--- config.mk ---
export PLATFORM = sky130hd
export DESIGN_NAME = pwm3_qualifier
export DESIGN_NICKNAME = d
export VERILOG_FILES = /design/src/rtl/pwm3_pkg.sv /design/src/rtl/pwm3_sync.sv /design/src/rtl/pwm3_level_decode.sv /design/src/rtl/pwm3_hold_timer.sv /design/src/rtl/pwm3_qualifier.sv
export SDC_FILE = /design/constraint.sdc
export NUM_CORES = 1
export LEC_CHECK = 0
export BUFFER_PORTS_ARGS = -buffer_cell sky130_fd_sc_hd__buf_2
export CORE_ASPECT_RATIO = 0.9
export CORE_MARGIN = 1
export CORE_UTILIZATION = 55
export CTS_CLUSTER_DIAMETER = 30
export CTS_CLUSTER_SIZE = 30
export DETAILED_ROUTE_END_ITERATION = 8
export PLACE_DENSITY = 0.76
export SYNTH_ARGS = -nofsm -noshare
export SYNTH_HDL_FRONTEND = slang
export SYNTH_SLANG_ARGS = --single-unit
--- constraint.sdc ---
create_clock -name clk_i -period 2.3 [get_ports clk_i]
set_input_delay 0.345 -clock clk_i [delete_from_list [all_inputs] [get_ports clk_i]]
set_output_delay 0.345 -clock clk_i [all_outputs]
set_load 0.01 [all_outputs]
--- src/rtl/pwm3_pkg.sv ---
package pwm3_pkg;

  typedef enum logic [1:0] {
    CMD_LOW  = 2'b00,
    CMD_HIGH = 2'b01,
    CMD_TRI  = 2'b10
  } cmd_e;

  typedef enum logic [2:0] {
    ST_TRI    = 3'd0,
    ST_HIGH   = 3'd1,
    ST_LOW    = 3'd2,
    ST_PEND_H = 3'd3,
    ST_PEND_L = 3'd4
  } lvl_state_e;

  localparam int unsigned NFLAG  = 4;
  localparam int unsigned F_AHI  = 3;
  localparam int unsigned F_AWIN = 2;
  localparam int unsigned F_BWIN = 1;
  localparam int unsigned F_BLO  = 0;

  function automatic cmd_e state_to_cmd(lvl_state_e s);
    case (s)
      ST_HIGH, ST_PEND_H: return CMD_HIGH;
      ST_LOW,  ST_PEND_L: return CMD_LOW;
      default:            return CMD_TRI;
    endcase
  endfunction

endpackage

--- src/rtl/pwm3_sync.sv ---
module pwm3_sync #(
  parameter int unsigned WIDTH  = 4,
  parameter int unsigned STAGES = 2
) (
  input  logic             clk_i,
  input  logic             rst_ni,
  input  logic [WIDTH-1:0] d_i,
  output logic [WIDTH-1:0] q_o
);

  logic [WIDTH-1:0] stage_q [STAGES];

  generate
    for (genvar s = 0; s < STAGES; s++) begin : g_stage
      always_ff @(posedge clk_i or negedge rst_ni) begin
        if (!rst_ni) begin
          stage_q[s] <= '0;
        end else begin
          if (s == 0) stage_q[s] <= d_i;
          else        stage_q[s] <= stage_q[(s == 0) ? 0 : s-1];
        end
      end
    end
  endgenerate

  assign q_o = stage_q[STAGES-1];

endmodule

--- src/rtl/pwm3_level_decode.sv ---
module pwm3_level_decode
  import pwm3_pkg::*;
(
  input  lvl_state_e       state_i,
  input  logic [NFLAG-1:0] flags_i,
  output logic             go_high_o,
  output logic             go_low_o,
  output logic             win_o
);

  logic ahi, awin, bwin, blo;

  assign ahi  = flags_i[F_AHI];
  assign awin = flags_i[F_AWIN];
  assign bwin = flags_i[F_BWIN];
  assign blo  = flags_i[F_BLO];

  // high threshold dominates contradictory flags
  assign go_high_o = ahi;
  assign go_low_o  = blo && !ahi;

  // entry edge depends on where the input came from
  always_comb begin
    case (state_i)
      ST_HIGH: win_o = !awin && !ahi && !blo;
      ST_LOW:  win_o = !bwin && !ahi && !blo;
      default: win_o = !ahi && !blo;
    endcase
  end

endmodule

--- src/rtl/pwm3_hold_timer.sv ---
module pwm3_hold_timer #(
  parameter int unsigned HOLD_CYC = 35
) (
  input  logic clk_i,
  input  logic rst_ni,
  input  logic win_i,
  output logic expire_o
);

  localparam int unsigned CW = (HOLD_CYC > 1) ? $clog2(HOLD_CYC) : 1;
  localparam logic [CW-1:0] LAST = CW'(HOLD_CYC - 1);

  logic [CW-1:0] cnt_q;

  always_ff @(posedge clk_i or negedge rst_ni) begin
    if (!rst_ni)             cnt_q <= '0;
    else if (!win_i)         cnt_q <= '0;
    else if (cnt_q != LAST)  cnt_q <= cnt_q + 1'b1;
  end

  // this sample is the HOLD_CYC-th consecutive window sample
  assign expire_o = win_i && (cnt_q == LAST);

  p_cnt_clear_r7: assert property (@(posedge clk_i) disable iff (!rst_ni)
    !win_i |=> cnt_q == '0);

  p_cnt_step_r7: assert property (@(posedge clk_i) disable iff (!rst_ni)
    (win_i && cnt_q != LAST) |=> cnt_q == $past(cnt_q) + 1'b1);

  p_cnt_bound_r7: assert property (@(posedge clk_i) disable iff (!rst_ni)
    cnt_q <= LAST);

endmodule

--- src/rtl/pwm3_qualifier.sv ---
module pwm3_qualifier
  import pwm3_pkg::*;
#(
  parameter int unsigned HOLD_CYC    = 35,
  parameter int unsigned SYNC_STAGES = 2
) (
  input  logic       clk_i,
  input  logic       rst_ni,
  input  logic       above_hi_i,
  input  logic       above_win_i,
  input  logic       below_win_i,
  input  logic       below_lo_i,
  output logic [1:0] cmd_o,
  output logic       tri_enter_o
);

  logic [NFLAG-1:0] raw_flags, s_flags;
  logic go_high, go_low, win, expire;
  lvl_state_e state_q, state_d;
  cmd_e cmd_q;
  logic tri_q;

  assign raw_flags = {above_hi_i, above_win_i, below_win_i, below_lo_i};

  pwm3_sync #(.WIDTH(NFLAG), .STAGES(SYNC_STAGES)) i_sync (
    .clk_i  (clk_i),
    .rst_ni (rst_ni),
    .d_i    (raw_flags),
    .q_o    (s_flags)
  );

  pwm3_level_decode i_decode (
    .state_i   (state_q),
    .flags_i   (s_flags),
    .go_high_o (go_high),
    .go_low_o  (go_low),
    .win_o     (win)
  );

  pwm3_hold_timer #(.HOLD_CYC(HOLD_CYC)) i_timer (
    .clk_i    (clk_i),
    .rst_ni   (rst_ni),
    .win_i    (win),
    .expire_o (expire)
  );

  always_comb begin
    state_d = state_q;
    if (go_high)      state_d = ST_HIGH;
    else if (go_low)  state_d = ST_LOW;
    else if (win) begin
      if (expire)                 state_d = ST_TRI;
      else if (state_q == ST_HIGH) state_d = ST_PEND_H;
      else if (state_q == ST_LOW)  state_d = ST_PEND_L;
    end
  end

  always_ff @(posedge clk_i or negedge rst_ni) begin
    if (!rst_ni) begin
      state_q <= ST_TRI;
      cmd_q   <= CMD_TRI;
      tri_q   <= 1'b0;
    end else begin
      state_q <= state_d;
      cmd_q   <= state_to_cmd(state_d);
      tri_q   <= (state_d == ST_TRI) && (state_q != ST_TRI);
    end
  end

  assign cmd_o       = cmd_q;
  assign tri_enter_o = tri_q;

  p_tri_strobe_r8: assert property (@(posedge clk_i) disable iff (!rst_ni)
    (cmd_o != CMD_TRI) ##1 (cmd_o == CMD_TRI) |-> tri_enter_o);

  p_strobe_single_r8: assert property (@(posedge clk_i) disable iff (!rst_ni)
    tri_enter_o |=> !tri_enter_o);

  p_strobe_cmd_r8: assert property (@(posedge clk_i) disable iff (!rst_ni)
    tri_enter_o |-> cmd_o == CMD_TRI);

  p_tri_exit_hi_r3: assert property (@(posedge clk_i) disable iff (!rst_ni)
    (cmd_o == CMD_TRI && !s_flags[F_AHI]) |=> cmd_o != CMD_HIGH);

  p_tri_exit_lo_r3: assert property (@(posedge clk_i) disable iff (!rst_ni)
    (cmd_o == CMD_TRI && !s_flags[F_BLO]) |=> cmd_o != CMD_LOW);

  p_keep_high_r4: assert property (@(posedge clk_i) disable iff (!rst_ni)
    (cmd_o == CMD_HIGH && s_flags[F_AHI]) |=> cmd_o == CMD_HIGH);

  p_keep_low_r5: assert property (@(posedge clk_i) disable iff (!rst_ni)
    (cmd_o == CMD_LOW && s_flags[F_BLO] && !s_flags[F_AHI]) |=> cmd_o == CMD_LOW);

  p_code_legal_r2: assert property (@(posedge clk_i) disable iff (!rst_ni)
    cmd_o != 2'b11);

endmodule

-- Word-level counts from Yosys, hierarchy flattened
Index checks and enable logic that the tools add are counted.
- word-level logic and storage cells: 42
- input bits: 6
- output and inout bits: 3
- bits in registers: 20
- reductions and logical operators: 16
- $add $sub $neg: 1
- mux-type cells: 10
- eq/ne operators: 9
- operators by type and width (operator ; number):
    $mux 3 ; 6
    $mux 6 ; 2
    $eq 3x2->1 const B ; 3
    $logic_and 1x1->1 ; 8
    $add 6x1->6 const B ; 1
    $eq 3x1->1 const B ; 2
    $eq 6x6->1 const B ; 1
    $ne 6x6->1 const B ; 1
    $logic_not 1->1 ; 4
    $pmux 2 s2 ; 1
    $reduce_or 2->1 ; 2
    $eq 3x3->1 const B ; 1
    $logic_not 3->1 ; 1
    $reduce_bool 3->1 ; 1
    $ne 2x2->1 const B ; 1
    $pmux 1 s2 ; 1

-- Logic depth before layout (Yosys ltp)
Gate-level depths: netlist (run 1).
- word-level depth: 12
- gate-level depth with buffers: 7
- mapped depth without buffers: 6

-- Modules after synthesis
From an unflattened synthesis (run 1), not the netlist that was laid out.
- cells, all modules: 73
- area total of the unflattened synthesis: 878.3 um^2
- by module, submodules not included (module ; instances ; seq. area each (um^2) ; area an instance (um^2) ; cells each):
    pwm3_hold_timer ; 1 ; 150.1 ; 334.1 ; 33
    pwm3_qualifier ; 1 ; 151.4 ; 262.8 ; 23
    pwm3_sync ; 1 ; 200.2 ; 230.2 ; 12
    pwm3_level_decode ; 1 ; 0.0 ; 51.3 ; 5

-- Worst setup path after synthesis (run 1)
No wires, ideal clock.
- path kind: register to register
- start: register i_timer.cnt_q[0]
- end: register tri_q, in the netlist tri_enter_o
- data arrival time: 1650 ps
- data required time: 2189 ps
- period minus slack after synthesis: 1761 ps
- stages on the path, launching flop included: 8
- setup time: 111 ps
- path buffers: 1
- path slack: 539 ps
- path through: dfrtp_1 > inv_1 > ha_1 > nand2_1 > or4_4 > buf_6 > o221a_4 > a2111oi_2
- cells in the longest elaborated chain, start to end: 8
- ends and longest elaborated chain (element ; line ; text):
    start: declaration ; pwm3_hold_timer.sv:13 ; logic [CW-1:0] cnt_q;
    start signal: assignment ; pwm3_hold_timer.sv:18 ; else if (cnt_q != LAST) cnt_q <= cnt_q + 1'b1;
    $eq 6x6->1 ; pwm3_hold_timer.sv:22 ; assign expire_o = win_i && (cnt_q == LAST);
    $logic_and 1x1->1 ; pwm3_hold_timer.sv:22 ;
    $mux 3 ; pwm3_qualifier.sv:52 ; if (expire) state_d = ST_TRI;
    $mux 3 ; pwm3_qualifier.sv:51 ; else if (win) begin
    $mux 3 ; pwm3_qualifier.sv:50 ; else if (go_low) state_d = ST_LOW;
    $mux 3 ; pwm3_qualifier.sv:49 ; if (go_high) state_d = ST_HIGH;
    net state_d[2] ; pwm3_qualifier.sv:19 ; lvl_state_e state_q, state_d;
    $logic_not 3->1 ; pwm3_qualifier.sv:66 ; tri_q <= (state_d == ST_TRI) && (state_q != ST_TRI);
    $logic_and 1x1->1 ; pwm3_qualifier.sv:66 ;
    end signal: assignment ; pwm3_qualifier.sv:66 ;
    end: declaration ; pwm3_qualifier.sv:21 ; logic tri_q;
The timed path passes the listed nets, and every way through them passes these cells.
A chain may end at the register's enable or synchronous reset.

-- Final worst setup path (run 1)
Same ends and word-level chain as after synthesis.

==> out/qor.yml, run 1 <==
grt_pass1_vias: 494
dp.cells: 94
ys_top_cells_by_area: "dfrtp_1, nor2_1, dfstp_2"
clkTransAtPathRegs_ns: 0.10
drive_gt1_share_pct: 25.00
post-place-ws_ns: 0.5110
io_pins: 9
cts_tree: "yes"
status: "finished clean"
critical-path-slowest-cell: "or4_4"
num_rows: 13
grt_setup_unrepaired: "no"
die_h_um: 39.83
clock_latency_ns: 0.30
hold_viol: 0
worstHoldPathCells: 1
holdPathEnd: "i_sync.stage_q[6]$_DFF_PN0_"
fmax_ghz: 0.5504
drtIter0Drc: 15
synth-async-reset-ratio_pct: 100.0
fin_area_um2: 979.7
instances_no_fill: 99
synth.distinct_cells: 32
min_period_ns: 1.817
synth_area_leader_cell: "dfrtp_1"
cts_sinks: 20
nets: 93
fin_setup_tns_ns: 0
numCtsBuffers: 3
yosysSeqAreaShare_pct: 57.37
synth-warning-count: 0
grt_max_degree: 21
dpl-instance-area_um2: 917.1
start_util_pct: 59.74
critPathLaunchType: "flop"
io_buffer_count: 8
drt-total-wl_um: 1303
core_mm2: 0.001464
clock_skew_ns: 0.001859
synth_nets: 81
diodes: 0
htreeDepth: 1
cts_root_buffer: "clkbuf_4"
setup_viol: 0
arrival_ns: 2.01
cp.required_ns: 2.50
routed_via_density: 5.768
ant_nets: 0
synth_top_flop_cell: "dfrtp_1"
power-per-cell-area_mw_per_mm2: 722.3
cpPeakStageDelay_ns: 0.48
num-fill-cells: 115
wl_per_cell_um: 13.16
gp_congestion: 0.7621
cp_max_fo: 6
reg2reg_from: "i_timer.cnt_q[0]$_DFFE_PN0N_"
antenna_found_initial: 0
tightest_slew_ns: 0.6455
ir_worst_vdd_uv: 440.8
hp-class: "in -> reg"
cts.path.max_buffers: 2
crit_chain: "inv_1 > ha_1 > nand2_1 > or4_4 > o221a_4 > a2111oi_2"
grt.total_usage_pct: 18.29
die-area_mm2: 0.001754
end_kind: "flop"
r2r_slack_ns: 0.48
relSlewSlack_pct: 56.57
grt.overflow.total: 0
cts_resized: 0
route.detailed.drc: 0
min_from: "above_win_i"
synth_cells: 73
cts_setup_buffers: 0
timing.rr.end: "tri_enter_o$_DFF_PN0_"
fp.dieW_um: 44.04
yosysMostFrequentCell: "dfrtp_1"
p_leak_nw: 0.4309
routed-via-count: 571
grt_pass1_wl_um: 2111
crit_type: "reg -> reg"
synth_edf_count: 0
worst_slack_ns: 0.4831
yosysTopAreaCellShare_pct: 54.36
dpl.hpwl_um: 952
maxSlewViolCount: 0
rr_worst_depth: 6
synth-seq-cells: 20
drv_cap: 0
synth_area_um2: 874.6
yosys-top-cells-count: "dfrtp_1, nor2_1, a21oi_1"
synth_area_per_cell_um2: 11.98
firstDrtPassIters: 6
period_share_pct: 79.00
area_growth_pct: 12.02
-- state kept, by name, indices dropped and copies added (netlist names) --
| register | cells |
|---|---|
| i_timer.cnt_q | 6 |
| tri_enter_o | 1 |
| i_sync.stage_q | 4 |
| cmd_o | 2 |
| i_sync.q_o | 4 |
| state_q | 3 |
-- metal layers --
layer  routed length (µm)  global-route usage [%]  vias to the layer above
li1                     -                       -                      286
met1                  650                   22.19                      264
met2                  565                   26.47                       19
met3                   73                   8.295                        2
met4                   14                   11.36                        0
met5                    0                       0                        -
-- cell families (layout without fill, tap and decap cells) --
group / Yosys count / after routing / synth area share (%)
adder cells (fa/ha/maj): 2 / 2 / 2.861
XOR/XNOR: 4 / 4 / 4.006
AO/OA/AOI/OAI: 15 / 15 / 14.02
buffers and inverters: 4 / 15 / 2.718
AND/OR/NAND/NOR: 28 / 28 / 19.03
flip-flops: 20 / 20 / 57.37
-- final cells by class --
cell class	instances	area, µm²	share of cell area [%]
clock inverters	1	30.03	3.065
multi-input cells	49	349.1	35.63
flip-flops and latches	20	501.7	51.21
repair buffers	9	50.05	5.109
well taps	15	18.77	1.916
clock buffers	3	22.52	2.299
inverters	2	7.507	0.7663
-- power by group --
group	internal, W	switching [W]
clock	0.000176	0.0000997
sequential	0.000367	0.00000988
combinational	0.0000236	0.0000308
total	0.000567	0.000140
-- per-stage QoR --
stage               total power (W)  util (%)  hold WS [ns]
global route              0.0007377     66.92        0.1117
detailed placement        0.0004379     62.65        0.3050
floorplan                 0.0004166         -       0.04941
CTS                       0.0007165     66.92        0.1314
global placement          0.0004367     62.65        0.3065
finish                    0.0007077     66.92        0.1447
-- placed cells by master, fill, tap and decap left out, drive strengths merged, types with 3 or more instances in the layout --
cell type	netlist	layout
dfrtp	19	19
nor2	9	9
buf	2	8
a21oi	4	4
nor2b	3	3
clkbuf	0	3
o21ai	3	3
-- timing repair --
action | CTS | global route
endpoints found under the setup margin | 0 | 0
endpoints found under the hold margin | 19 | 0
hold buffers | 1 | 0
-- worst max-delay path by stage --
stage / start / end / slack, ns / cells after the start
final: i_timer.cnt_q[0]$_DFFE_PN0N_ / tri_enter_o$_DFF_PN0_ / 0.48 / 6
after global routing: i_timer.cnt_q[0]$_DFFE_PN0N_ / tri_enter_o$_DFF_PN0_ / 0.30 / 6
after CTS: i_timer.cnt_q[0]$_DFFE_PN0N_ / tri_enter_o$_DFF_PN0_ / 0.48 / 6
after detailed placement: i_timer.cnt_q[0]$_DFFE_PN0N_ / tri_enter_o$_DFF_PN0_ / 0.51 / 6
after global placement: i_timer.cnt_q[0]$_DFFE_PN0N_ / tri_enter_o$_DFF_PN0_ / 0.54 / 6
after floorplan: i_timer.cnt_q[0]$_DFFE_PN0N_ / tri_enter_o$_DFF_PN0_ / 0.54 / 7
-- worst max-delay path: cells and delay by family, from the launching register on --
kind	cells	cell delay, ns
AO/OA/AOI/OAI	2	0.53
flip-flops	1	0.41
buffers and inverters	1	0.09
AND/OR/NAND/NOR	2	0.54
adder cells (fa/ha/maj)	1	0.15
Power figures use the tool's default switching activity.
==> inputs of run 2 (changes only) <==
--- a/config.mk
+++ b/config.mk
@@ -5,14 +5,15 @@
 export SDC_FILE = /design/constraint.sdc
 export NUM_CORES = 1
 export LEC_CHECK = 0
+export ABC_AREA = 1
 export BUFFER_PORTS_ARGS = -buffer_cell sky130_fd_sc_hd__buf_2
 export CORE_ASPECT_RATIO = 0.9
 export CORE_MARGIN = 1
-export CORE_UTILIZATION = 55
+export CORE_UTILIZATION = 49
 export CTS_CLUSTER_DIAMETER = 30
 export CTS_CLUSTER_SIZE = 30
 export DETAILED_ROUTE_END_ITERATION = 8
-export PLACE_DENSITY = 0.76
+export PLACE_DENSITY = 0.72
 export SYNTH_ARGS = -nofsm -noshare
 export SYNTH_HDL_FRONTEND = slang
 export SYNTH_SLANG_ARGS = --single-unit
==> constraint.sdc (replaced) <==
create_clock -name clk_i -period 1.65 [get_ports clk_i]
set_input_delay 0.2475 -clock clk_i [delete_from_list [all_inputs] [get_ports clk_i]]
set_output_delay 0.2475 -clock clk_i [all_outputs]
set_load 0.01 [all_outputs]
==> out/qor.yml, run 2 <==
status: "finished clean"
gp_congestion: 0.7833  # +2.8%
synth_xor_area_share_pct: 1.001  # -3.0 points
clkTransAtPathRegs_ns: 0.11  # about the same
firstDrtPassIters: 2  # -4
hp-class: "in -> reg"
fin_area_um2: 998.5  # +1.9%
cts_resized: 0  # unchanged
p_switching_w: 0.0002070  # +47%
grt_setup_unrepaired: "no"
regMostFlops: "i_timer.cnt_q"
start_util_pct: 52.56  # -7.2 points
route.detailed.drc: 0  # unchanged
fp.dieW_um: 46.54  # +5.7%
num-fill-cells: 157  # +37%
hold_viol: 0  # unchanged
grt_max_degree: 21  # unchanged
area_growth_pct: 14.16
clock_skew_ns: 0.002369  # +0.0005096 ns
synth_cells: 91  # +25%
relSlewSlack_pct: 72.43  # +16 points
clock_latency_ns: 0.30  # about the same
synth_area_leader_cell: "dfrtp_1"
tightest_slew_ns: 0.4136  # -0.2319 ns
ys_top_cells_by_area: "dfrtp_1, nand2_1, inv_1"
setup_viol: 0  # unchanged
die-area_mm2: 0.001958  # +12%
end_kind: "flop"
synth_compound_area_share_pct: 7.868  # -6.2 points
synth_mux_area_share_pct: 0  # unchanged
grt.total_usage_pct: 17.36  # -0.93 points
num_rows: 14  # +1
p_leak_nw: 0.4849  # +13%
largest_register_ffs: 6  # unchanged
numCtsBuffers: 3  # unchanged
synth.distinct_cells: 22  # -31%
layout_common_cells: "dfrtp_1, nand2_1, inv_1, nor2_1, buf_2"
yosys.area_share.simple_pct: 25.32  # +6.3 points
synth_area_um2: 874.6  # unchanged
synth_top_family_by_area: "simple AND/OR/NAND/NOR gates"
final-seq-area_um2: 501.7  # unchanged
dpl-instance-area_um2: 952.2  # +3.8%
drive_gt1_share_pct: 26.67  # +1.7 points
ant_nets: 0  # unchanged
synth_top_flop_cell: "dfrtp_1"
maxSlewViolCount: 0  # unchanged
synth-async-reset-ratio_pct: 100.0  # unchanged
fin_setup_tns_ns: 0  # unchanged
yosys-top-cells-count: "dfrtp_1, nand2_1, inv_1, nor2_1, nor2_2"
routed_via_density: 4.744  # -18%
die_h_um: 42.08  # +5.6%
min_period_ns: 1.427  # -0.3899 ns
multi_input_area_um2: 324.1  # -7.2%
power_frac_comb_pct: 9.0  # +1.3 points
yosysTopAreaCellShare_pct: 54.36  # unchanged
antenna_found_initial: 0  # unchanged
swShare_pct: 23.45  # +3.6 points
synth_nets: 99  # +22%
wl_per_cell_um: 9.760  # -26%
dpl.hpwl_um: 952.8  # about the same
yosysMostFrequentCell: "dfrtp_1"
p_int_w: 0.0006759  # +19%
grt_pass1_wl_um: 2463  # +17%
ir_worst_vdd_uv: 627.1  # +42%
arrival_ns: 1.67  # -0.34 ns
cts_root_buffer: "clkbuf_4"
critPathLaunchType: "flop"
drv_cap: 0  # unchanged
synth-seq-cells: 20  # unchanged
power-per-cell-area_mw_per_mm2: 884.2  # +22%
synth_edf_count: 0  # unchanged
yosys.area_share.adder_pct: 2.861  # unchanged
nets: 114  # +23%
io_pins: 9  # unchanged
yosysSeqAreaShare_pct: 57.37  # unchanged
layout_commonest_cell: "dfrtp_1"
fmax_ghz: 0.7008  # +27%
cts_tree: "yes"
cts_sinks: 20  # unchanged
htreeDepth: 1  # unchanged
drt-total-wl_um: 1259  # -3.4%
period_share_pct: 86.49  # +7.5 points
cp_max_fo: 4  # -2
synth-warning-count: 0  # unchanged
routed-via-count: 612  # +7.2%
core_mm2: 0.001664  # +14%
grt.overflow.total: 0  # unchanged
power_frac_seq_pct: 59.6  # +6.3 points
synth_area_per_cell_um2: 9.611  # -20%
cts_setup_buffers: 0  # unchanged
grt_pass1_vias: 618  # +25%
cp.required_ns: 1.89  # -0.61 ns
diodes: 0  # unchanged
crit_type: "reg -> reg"
io_buffer_count: 8  # unchanged
drtIter0Drc: 6  # -9
cts.path.max_buffers: 2  # unchanged
pwr-share-clk_pct: 31.4  # -7.6 points
run 2: cell count changes in the layout (fill, tap and decap cells not counted), moves of 3 or more:
cell,previous run,this run
nand2_1,2,17
inv_1,2,11
nor2_2,0,6
nand3_2,0,3
nor2b_1,3,0
run 2: area by class of cell:
type	count	area share (%)
Clock buffer	4	3.634
Inverter	13	4.887
Multi-Input combinational cell	58	32.46
Sequential cell	20	50.25
Tap cell	24	3.008
Timing Repair Buffer	10	5.764
run 2: worst max-delay path, cell delays in order (launching register included):
cell	delay (ns)
dfrtp_1	0.42
inv_1	0.10
ha_1	0.15
nand2_1	0.06
nand3b_1	0.17
nand2_1	0.08
nor2_2	0.04
nor2_2	0.14
nand3_1	0.09
nand2_1	0.07
nand2_1	0.04
run 2: power by group through the flow:
stage	Clock, W	Combinational (W)	Sequential (W)
floorplan	0	0.0000486	0.000536
global placement	0	0.0000783	0.000535
detailed placement	0	0.0000789	0.000535
CTS	0.000288	0.0000809	0.000526
global route	0.000317	0.0000920	0.000530
finish	0.000278	0.0000794	0.000526
run 2: worst paths after layout:
check,from,to,slack (ns),cells past startpoint
worst max register to register,i_timer.cnt_q[0]$_DFFE_PN0N_,cmd_o[1]$_DFF_PN1_,0.22,10
max in group asynchronous,rst_ni,cmd_o[1]$_DFF_PN1_,0.91,2
min in group asynchronous,rst_ni,i_timer.cnt_q[3]$_DFFE_PN0N_,0.42,2
worst min-delay path,below_win_i,i_sync.stage_q[5]$_DFF_PN0_,0.05,1
worst max-delay path,i_timer.cnt_q[0]$_DFFE_PN0N_,cmd_o[1]$_DFF_PN1_,0.22,10
worst min register to register,i_sync.stage_q[4]$_DFF_PN0_,i_sync.q_o[0]$_DFF_PN0_,0.36,0
run 2: metrics by stage:
stage               power (W)  utilization (%)  worst slack (ns)  std cells  hold slack [ns]
floorplan           0.0005851                -            0.2817         91         -0.04809
global placement    0.0006132            57.22            0.2830        124           0.2068
detailed placement  0.0006143            57.22            0.2381        124           0.2150
CTS                 0.0008949            60.00            0.2073        129          0.03461
global route        0.0009392            60.00           0.08856        129          0.01576
finish              0.0008829            60.00            0.2230        129          0.04552
run 2: cells by family (layout without fill, tap and decap cells):
group,after synthesis,count (layout)
AOI/OAI and AO/OA,10,10
and+or+nand+nor,45,45
xor gates and xnor gates,1,1
adders and majority gates,2,2
DFF,20,20
buffers and inverters,13,27
run 2: repair_timing:
action	CTS	global route
hold buffers	1	0
endpoints found under the setup margin	0	0
hold endpoints to repair	19	0
run 2: routing by layer:
| metal | up-vias | track usage [%] | routed length [µm] |
|---|---|---|---|
| met5 | - | 0 | 0 |
| met4 | 0 | 7.059 | 19 |
| met3 | 2 | 5.172 | 32 |
| met2 | 9 | 24.17 | 569 |
| met1 | 284 | 24.86 | 638 |
| li1 | 317 | - | - |
